<file path="src/rtl/rxr_pkg.sv">
package rxr_pkg;

    typedef enum logic [2:0] {
        ST_IDLE,
        ST_HUNT,
        ST_FETCH,
        ST_CHECK,
        ST_RECV,
        ST_CLOSE,
        ST_MARK,
        ST_DROP
    } rxr_state_e;

    localparam int WORD_W     = 32;
    localparam int OWN_BIT    = 0;
    localparam int WRAP_BIT   = 1;
    localparam int SOF_BIT    = 14;
    localparam int EOF_BIT    = 15;
    localparam int BCAST_BIT  = 31;
    localparam int LEN_W      = 12;
    localparam int DESC_BYTES = 8;

endpackage

</file>
<file path="src/rtl/rxr_ring_ptr.sv">
module rxr_ring_ptr #(
    parameter int AW         = 32,
    parameter int DESC_BYTES = 8
) (
    input  logic          clk,
    input  logic          rst_n,
    input  logic          load_base,
    input  logic [AW-1:0] base_in,
    input  logic          restart,
    input  logic          advance,
    input  logic          wrap,
    output logic [AW-1:0] ptr
);

    logic [AW-1:0] base_q;

    always_ff @(posedge clk or negedge rst_n) begin
        if (!rst_n) begin
            base_q <= '0;
            ptr    <= '0;
        end else if (load_base) begin
            base_q <= base_in;
            ptr    <= base_in;
        end else if (restart) begin
            ptr <= base_q;
        end else if (advance) begin
            ptr <= wrap ? base_q : ptr + AW'(DESC_BYTES);
        end
    end

endmodule

</file>
<file path="src/rtl/rxr_lane_pack.sv">
module rxr_lane_pack #(
    parameter int BUF_BYTES = 128,
    parameter int LEN_W     = 12
) (
    input  logic                         clk,
    input  logic                         rst_n,
    input  logic                         clear_buf,
    input  logic                         clear_frame,
    input  logic                         take,
    input  logic [7:0]                   byte_in,
    output logic [$clog2(BUF_BYTES)-1:0] off,
    output logic [LEN_W-1:0]             flen,
    output logic [31:0]                  word_out,
    output logic [3:0]                   be_out,
    output logic                         last_lane,
    output logic                         buf_end
);

    localparam int OFF_W = $clog2(BUF_BYTES);

    logic [31:0] wq;
    logic [1:0]  lane;

    assign lane      = off[1:0];
    assign last_lane = (lane == 2'd3);
    assign buf_end   = (off == OFF_W'(BUF_BYTES - 1));

    always_comb begin
        word_out = wq;
        word_out[lane*8 +: 8] = byte_in;
        unique case (lane)
            2'd0:    be_out = 4'b0001;
            2'd1:    be_out = 4'b0011;
            2'd2:    be_out = 4'b0111;
            default: be_out = 4'b1111;
        endcase
    end

    always_ff @(posedge clk or negedge rst_n) begin
        if (!rst_n) begin
            off  <= '0;
            flen <= '0;
            wq   <= '0;
        end else begin
            if (clear_buf) begin
                off <= '0;
            end else if (take) begin
                off <= off + 1'b1;
                wq[lane*8 +: 8] <= byte_in;
            end
            if (clear_frame) begin
                flen <= '0;
            end else if (take) begin
                flen <= flen + 1'b1;
            end
        end
    end

endmodule

</file>
<file path="src/rtl/rxr_desc_ring.sv">
module rxr_desc_ring
    import rxr_pkg::*;
#(
    parameter int AW        = 32,
    parameter int BUF_BYTES = 128
) (
    input  logic          clk,
    input  logic          rst_n,
    input  logic          rx_en,
    input  logic          base_wr,
    input  logic [AW-1:0] base_addr,
    input  logic          in_valid,
    output logic          in_ready,
    input  logic [7:0]    in_data,
    input  logic          in_sof,
    input  logic          in_eof,
    input  logic          in_bcast,
    output logic          mem_en,
    output logic          mem_we,
    output logic [AW-1:0] mem_addr,
    output logic [3:0]    mem_be,
    output logic [31:0]   mem_wdata,
    input  logic [31:0]   mem_rdata,
    output logic          ring_full
);

    localparam int OFF_W = $clog2(BUF_BYTES);

    rxr_state_e state_q, state_d;

    logic [WORD_W-1:0] desc_q;
    logic              first_q, last_q, bcast_q, full_q;
    logic [LEN_W-1:0]  len_q;
    logic [AW-1:0]     ptr, buf_base;
    logic [OFF_W-1:0]  off;
    logic [LEN_W-1:0]  flen;
    logic [31:0]       pack_word;
    logic [3:0]        pack_be;
    logic              last_lane, buf_end, take, owned;
    logic [31:0]       status_word;

    assign owned     = mem_rdata[OWN_BIT];
    assign buf_base  = {desc_q[AW-1:OFF_W], {OFF_W{1'b0}}};
    assign take      = (state_q == ST_RECV) && in_valid;
    assign ring_full = full_q;

    rxr_ring_ptr #(.AW(AW), .DESC_BYTES(DESC_BYTES)) u_ptr (
        .clk       (clk),
        .rst_n     (rst_n),
        .load_base (base_wr),
        .base_in   (base_addr),
        .restart   (state_q == ST_IDLE && rx_en && !base_wr),
        .advance   (state_q == ST_MARK),
        .wrap      (desc_q[WRAP_BIT]),
        .ptr       (ptr)
    );

    rxr_lane_pack #(.BUF_BYTES(BUF_BYTES), .LEN_W(LEN_W)) u_pack (
        .clk         (clk),
        .rst_n       (rst_n),
        .clear_buf   (state_q == ST_CHECK),
        .clear_frame (state_q == ST_HUNT),
        .take        (take),
        .byte_in     (in_data),
        .off         (off),
        .flen        (flen),
        .word_out    (pack_word),
        .be_out      (pack_be),
        .last_lane   (last_lane),
        .buf_end     (buf_end)
    );

    always_comb begin
        status_word = '0;
        status_word[SOF_BIT] = first_q;
        status_word[EOF_BIT] = last_q;
        if (last_q) begin
            status_word[LEN_W-1:0] = len_q;
            status_word[BCAST_BIT] = bcast_q;
        end
    end

    // next-state logic
    always_comb begin
        state_d = state_q;
        unique case (state_q)
            ST_IDLE:  if (rx_en) state_d = ST_HUNT;
            ST_HUNT:  if (in_valid && in_sof) state_d = ST_FETCH;
            ST_FETCH: state_d = ST_CHECK;
            ST_CHECK: state_d = owned ? ST_DROP : ST_RECV;
            ST_RECV:  if (take && (in_eof || buf_end)) state_d = ST_CLOSE;
            ST_CLOSE: state_d = ST_MARK;
            ST_MARK:  state_d = last_q ? ST_HUNT : ST_FETCH;
            ST_DROP:  if (in_valid && in_eof) state_d = ST_HUNT;
            default:  state_d = ST_IDLE;
        endcase
        if (!rx_en || base_wr) state_d = ST_IDLE;
    end

    // state register and frame bookkeeping
    always_ff @(posedge clk or negedge rst_n) begin
        if (!rst_n) begin
            state_q <= ST_IDLE;
            desc_q  <= '0;
            first_q <= 1'b0;
            last_q  <= 1'b0;
            bcast_q <= 1'b0;
            len_q   <= '0;
            full_q  <= 1'b0;
        end else begin
            state_q <= state_d;
            unique case (state_q)
                ST_HUNT:  first_q <= 1'b1;
                ST_FETCH: last_q  <= 1'b0;
                ST_CHECK: begin
                    full_q <= owned;
                    if (!owned) desc_q <= mem_rdata;
                end
                ST_RECV: if (take && in_eof) begin
                    last_q  <= 1'b1;
                    len_q   <= flen + 1'b1;
                    bcast_q <= in_bcast;
                end
                ST_MARK:  first_q <= 1'b0;
                default: ;
            endcase
            if (base_wr) full_q <= 1'b0;
        end
    end

    // output decode
    always_comb begin
        in_ready  = 1'b0;
        mem_en    = 1'b0;
        mem_we    = 1'b0;
        mem_addr  = ptr;
        mem_be    = 4'b0000;
        mem_wdata = '0;
        unique case (state_q)
            ST_HUNT:  in_ready = in_valid && !in_sof;
            ST_FETCH: mem_en = 1'b1;
            ST_RECV: begin
                in_ready  = 1'b1;
                mem_en    = take && (last_lane || in_eof);
                mem_we    = mem_en;
                mem_addr  = buf_base | AW'({off[OFF_W-1:2], 2'b00});
                mem_be    = pack_be;
                mem_wdata = pack_word;
            end
            ST_CLOSE: begin
                mem_en    = 1'b1;
                mem_we    = 1'b1;
                mem_addr  = ptr + AW'(4);
                mem_be    = 4'b1111;
                mem_wdata = status_word;
            end
            ST_MARK: begin
                mem_en    = 1'b1;
                mem_we    = 1'b1;
                mem_be    = 4'b1111;
                mem_wdata = desc_q | 32'h1;
            end
            ST_DROP:  in_ready = 1'b1;
            default: ;
        endcase
    end

endmodule

</file>
<file path="config.mk">
export PLATFORM = sky130hd
export DESIGN_NAME = rxr_desc_ring
export DESIGN_NICKNAME = d
export VERILOG_FILES = /design/src/rtl/rxr_pkg.sv /design/src/rtl/rxr_ring_ptr.sv /design/src/rtl/rxr_lane_pack.sv /design/src/rtl/rxr_desc_ring.sv
export SDC_FILE = /design/constraint.sdc
export NUM_CORES = 1
export LEC_CHECK = 0
export BUFFER_PORTS_ARGS = -buffer_cell sky130_fd_sc_hd__buf_4
export CORE_MARGIN = 3
export CORE_UTILIZATION = 58
export CTS_CLUSTER_SIZE = 8
export DETAILED_ROUTE_END_ITERATION = 10
export PLACE_DENSITY_LB_ADDON = 0.2
export SLEW_MARGIN = 20
export SYNTH_ARGS = -nofsm -noshare
export SYNTH_HDL_FRONTEND = slang
export SYNTH_SLANG_ARGS = --single-unit
</file>
<file path="constraint.sdc">
create_clock -name clk -period 2.21 [get_ports clk]
set_input_delay 0.1105 -clock clk [delete_from_list [all_inputs] [get_ports clk]]
set_output_delay 0.1105 -clock clk [all_outputs]
set_load 0.05 [all_outputs]
</file>
## Yosys cells after proc, flatten, opt, wreduce, memory -nomap -nowiden

Index checks and enable logic that the tools add are counted.

| cells by class | value |
|---|---|
| bitwise operators | 3 |
| reductions and logical operators | 31 |
| shift-type cells | 2 |
| eq/ne operators | 16 |
| $add $sub $neg | 5 |
| multiplexer cells | 31 |

Operators with widths:

| cell | count |
|---|---|
| $mux 32 | 4 |
| $pmux 32 s3 | 1 |
| $pmux 32 s2 | 1 |
| $mux 12 | 3 |
| $neg 5->34 | 1 |
| $shift 8x34->32 const A | 1 |
| $shiftx 8x34->32 | 1 |
| $add 32x3->32 const B | 1 |
| $add 32x4->32 const B | 1 |
| $bwmux 32 | 1 |
| $or 32x7->32 | 1 |
| $pmux 3 s8 | 1 |
| $mux 3 | 5 |
| $mux 7 | 2 |
| $add 12x1->12 const B | 1 |
| $eq 3x3->1 const B | 4 |
| $pmux 4 s3 | 1 |
| $pmux 1 s2 | 5 |
| $reduce_bool 2->1 | 5 |
| $logic_and 1x1->1 | 9 |
| $pmux 4 s2 | 1 |
| $reduce_and 2->1 | 4 |
| $add 7x1->7 const B | 1 |
| $eq 7x7->1 const B | 1 |
| 19 further kinds | 32 |

| word-level totals | value |
|---|---|
| output and inout port bits | 72 |
| register bits after elaboration | 165 |
| bits of input ports | 80 |
| logic and storage cells | 100 |

## Logic depth before layout (Yosys ltp)

| depth | value |
|---|---|
| depth in word-level cells | 6 |
| depth in mapped cells | 9 |
| mapped depth without buffers | 7 |

## Hierarchy

Synthesis repeated with hierarchy kept, for this count alone.

| unflattened totals | value |
|---|---|
| cell total of the unflattened synthesis | 1,073 |
| area total of the unflattened synthesis | 10,052.1 sq um |

Modules (own cells, without submodules):

| module | cells each | area an instance (sq um) | times used | sequential area each (sq um) |
|---|---|---|---|---|
| rxr_desc_ring | 472 | 3,917.5 | 1 | 1,251.2 |
| rxr_ring_ptr | 362 | 3,500.9 | 1 | 1,601.5 |
| rxr_lane_pack | 239 | 2,633.8 | 1 | 1,276.2 |

## Least setup slack after synthesis

No wires, ideal clock.

| timing path | value |
|---|---|
| kind | register to output |
| start | register u_ptr.ptr[4] |
| end | output mem_addr[27] |
| data required time | 2.099 ns |
| path slack | -1.058 ns |
| arrival time | 3.158 ns |
| path buffers | 0 |
| cell stages (with the launch flop) | 6 |
| cell sequence | dfrtp_1 -> ha_1 -> nand4_2 -> nor4_4 -> nand4_1 -> o311ai_0 |

| between the ends | value |
|---|---|
| cells in the longest elaborated chain, start to end | 2 |

RTL lines:

| what | RTL line | RTL |
|---|---|---|
| from (decl) | rxr_ring_ptr.sv:12 | `output logic [AW-1:0] ptr` |
| from (signal assigned) | rxr_ring_ptr.sv:23 | `ptr <= base_in;` |
| from (signal assigned) | rxr_ring_ptr.sv:25 | `ptr <= base_q;` |
| from (signal assigned) | rxr_ring_ptr.sv:27 | `ptr <= wrap ? base_q : ptr + AW'(DESC_BYTES);` |
| $add 32x3->32 | rxr_desc_ring.sv:153 | `mem_addr = ptr + AW'(4);` |
| $pmux 32 s2 | rxr_desc_ring.sv:139 | `unique case (state_q)` |
| to (decl) | rxr_desc_ring.sv:20 | `output logic [AW-1:0] mem_addr,` |

No other way between the ends.

## Worst setup path after layout

| timing path | value |
|---|---|
| start | register u_ptr.ptr[9] |
| end | output mem_addr[24] |

Same word-level chain as after synthesis.

==> impl_results.md <==
- Outcome: complete, but fails checks
- Failing checks: negative setup slack
- CP max stage delay: 460 ps
- Clock power frac: 30.9%
- DR iter-0 viols: between 1,500 and 2,000
- Nets: 1,485
- CTS tree: done
- Port Buffers: 151
- Worst Path Arrival: ~2400 ps
- GRT Total Usage: 38.2%
- Mapped Area: approximately 0.01 sq mm
- DRT antenna net count: 0
- Met2 layer usage reported by global route: 60.5%
- Critical path startpoint category: flop
- Final core occ: 90.6%
- Min-delay src: in_data[1]
- Slew of the pin with the lowest slew margin: between 700 and 800 ps
- PwrDens: 675 mW/mm^2
- CP Max Fanout: 5
- Area growth, synth to finish: 50.0%
- Vias in the first global route: 9,933
- Sum of negative setup slack: -5650 ps
- First-pass DRT Iterations: 8
- Fmax: between 400 and 500 MHz
- FP Rows: 46
- # DRC: 0
- RSZ-0062 raised after global routing: yes
- Via-to-Cell Ratio: 7.02
- Clock buffer depth: 2
- First-pass GRT wire length: 54,400 microns
- Final Total Pwr: 9.90 mW
- Chip Width: 136 microns
- Ys async rst share: 100%
- Cell count after synthesis: around 1,100
- Post-synth EDFFs: 0
- P_int: roughly 6.3 mW
- Distinct cells, synth: 74
- Area occupied by multi-input gates: 0.00600 sq mm
- Die area: 0.0184 sq mm
- CP most frequent cell: buf_6
- CTS sink cnt: between 150 and 200
- GP Congestion: 0.960
- Routing usage on met3: 6.76%
- Post-route setup slack: -272 ps
- R2R Path Start: state_q[1]
- Gr busiest metal: met2
- Worst r2r dst: u_ptr.ptr[29]
- Register Area: 0.00415 sq mm
- Pleak: 6.38 nW
- Reg2reg path depth: 7
- Worst slack, placed: roughly 32 ps
- #FFs+latches synth: between 150 and 200
- Worst hold endpoint: u_pack.wq[9]
- Minimum hold slack: 12.6 ps
- Drt total wl: 41,900 microns
- Crit path launch: u_ptr.ptr[9]
- CTS H-Tree Depth: 4
- Clk root buf: clkbuf_16
- Net Count, Synth: 1,176
- Largest net degree at the start of global routing: 58
- Max-cap violation count: 0
- Setup violators final: 50
- Num CTS Buffers: 17
- Clock Pin Slew Worst Setup and Hold Paths: around 70 ps
- Clk_lat worst skew: 450 ps
- Initial Utilization: roughly three fifths
- Final Hold Violating Endpoints: 0
- Register-to-register setup slack: 0 ps
- Switch Pwr: 3.55 mW
- Gate power share: between 30% and 40%
- Core Area: roughly 0.016 sq mm
- Sequential share of power: 37.6%
- Hold Crit Depth: 2
- VDD IR max: 0.669 mV
- Worst Setup End Kind: primary output
- Final max-slew violation count: 0
- Crit-path cells: buf_6, nand4_4, nor4_4, buf_6, a31oi_1, a31o_2, a21oi_2, buf_6
- Hold Crit Class: in2reg
- WS Path Type: reg2out
- Fin crit share: 112%
- WL per Instance: between 20 and 30 microns
- GRT Residual Overflow: 0
- Die Ht: 136 microns
- Met1 Track Usage GR: 51.4%
- # fillers: 644
- Crit path required time: 2100 ps
- Vias: 11,406
- Mapped Avg Cell Area: between 8 and 9 sq um
- Final Skew: 7.17 ps
- Initial antenna violation count: 2
- Hpwl dp: 22,700 microns
- Sequential area share after synthesis: 42.3%
- Fin crit period: 2480 ps
- I/O Pins: about 150
- CP max stage cell: dfrtp_2
- Sw frac: 35.9%
- Yosys warns: 0
- Share of post-route cells with drive strength above 1: 40.7%
- N_diodes: 0
- Slew margin rel.: 52.4%
- Top_reg_cell synth: dfrtp_1
## cell type report
type                    count  share of cell area, %
clock buffers              19                   3.02
clock inverters            12                  0.973
inverters                  23                  0.632
multi-input cells         812                   40.9
flip-flops and latches    165                   28.3
well taps                 216                   1.84
repair buffers            377                   24.3
## power groups by stage
stage               Sequential [mW]  Combinational [mW]  Clock [mW]
floorplan                      3.52                1.56           0
global placement               3.68                2.28           0
detailed placement             3.68                2.32           0
CTS                            3.65                2.68        3.01
global route                   3.72                3.22        3.17
finish                         3.72                3.12        3.06
## stage by stage
step / area, sq um / std cells
floorplan: 9990 / 1087
global placement: 11700 / 1449
detailed placement: 11700 / 1449
CTS: 13700 / 1583
global route: 14700 / 1624
finish: 14700 / 1624
## cell usage in the layout (no fill, tap or decap), types with 7 or more instances in the layout
cell	Yosys	layout
buf_12	0	9
dlygate4sd3_1	0	74
nor3_1	15	11
a211oi_1	7	7
o21ai_0	99	61
o21ai_2	0	36
dfrtp_2	0	18
nor2b_1	35	31
nand2_1	127	119
or3_1	7	7
nand3_1	37	27
buf_6	0	86
clkbuf_16	0	19
mux2_2	54	54
buf_4	9	201
a21oi_1	87	51
a22o_1	22	22
a21oi_2	1	30
and3_1	15	9
a221o_1	11	11
xnor2_1	17	16
dfrtp_1	165	147
a21oi_4	0	7
nand4_1	16	16
inv_1	23	19
xor2_1	7	7
mux2_1	7	7
a22oi_1	28	25
and3_4	0	7
nand3_2	1	8
mux2i_1	12	11
nor2_1	67	57
and2_1	9	8
o22ai_1	27	26
## routing by layer
metal	up-vias	share of wire, %
li1	4594	-
met1	5364	34
met2	1108	47
met3	336	12
met4	4	7.2
met5	-	0.057
## flip-flops by register name (all words and copies together), names as in the netlist
register,flops
last_q,1
bcast_q,1
u_pack.flen,12
first_q,1
state_q,3
len_q,12
u_ptr.base_q,32
u_pack.wq,32
u_ptr.ptr,32
desc_q,31
ring_full,1
u_pack.off,7
## timing repair
action,CTS,global route
setup buffers,29,39
setup endpoints to repair,61,73
hold buffers,74,0
pin swaps,35,61
gates resized for setup,111,138
endpoints found under the hold margin,154,0
cloned,3,5
## how the worst max path moves through the flow
stage	cells after the start	end	slack (ps)
global route	9	mem_addr[24]	-300
detailed placement	9	mem_addr[24]	30
finish	8	mem_addr[24]	-270
CTS	7	mem_addr[27]	-210
floorplan	6	mem_addr[18]	10
global placement	9	mem_addr[24]	60
## worst max-delay path: cells and delay by family, from the launching register on
kind	cells	cell delay [ps]
AND/OR/NAND/NOR	2	450
buffers and inverters	3	510
AO/OA/AOI/OAI	3	500
flip-flops	1	460
## logic make-up (layout without fill, tap and decap cells)
group | Yosys count | count (layout) | share of synthesized area [%]
xor gates and xnor gates | 24 | 24 | 2.15
DFF | 165 | 165 | 42.3
adders and majority gates | 9 | 9 | 1.15
buffers and inverters | 113 | 431 | 5.02
AOI/OAI and AO/OA | 337 | 337 | 21.7
and+or+nand+nor | 366 | 369 | 19.4
muxes | 73 | 73 | 8.26
## cell usage after synthesis, drive strengths merged (12+ instances only)
| cell | instances | area share, % |
|---|---|---|
| nor2b | 35 | 2.2 |
| and3 | 15 | 0.96 |
| xnor2 | 17 | 1.5 |
| dfrtp | 165 | 42 |
| o22ai | 27 | 1.7 |
| clkbuf | 51 | 2.0 |
| nor3 | 18 | 1.1 |
| nor2 | 67 | 2.6 |
| a22oi | 28 | 2.2 |
| nand4 | 19 | 1.6 |
| a21oi | 88 | 4.5 |
| mux2i | 12 | 1.2 |
| nand2 | 127 | 4.9 |
| o21ai | 101 | 5.2 |
| inv | 23 | 0.88 |
| buf | 39 | 2.2 |
| a22o | 22 | 2.0 |
| mux2 | 61 | 7.0 |
| nand3 | 38 | 2.0 |
(Power assumes the default switching activity.)
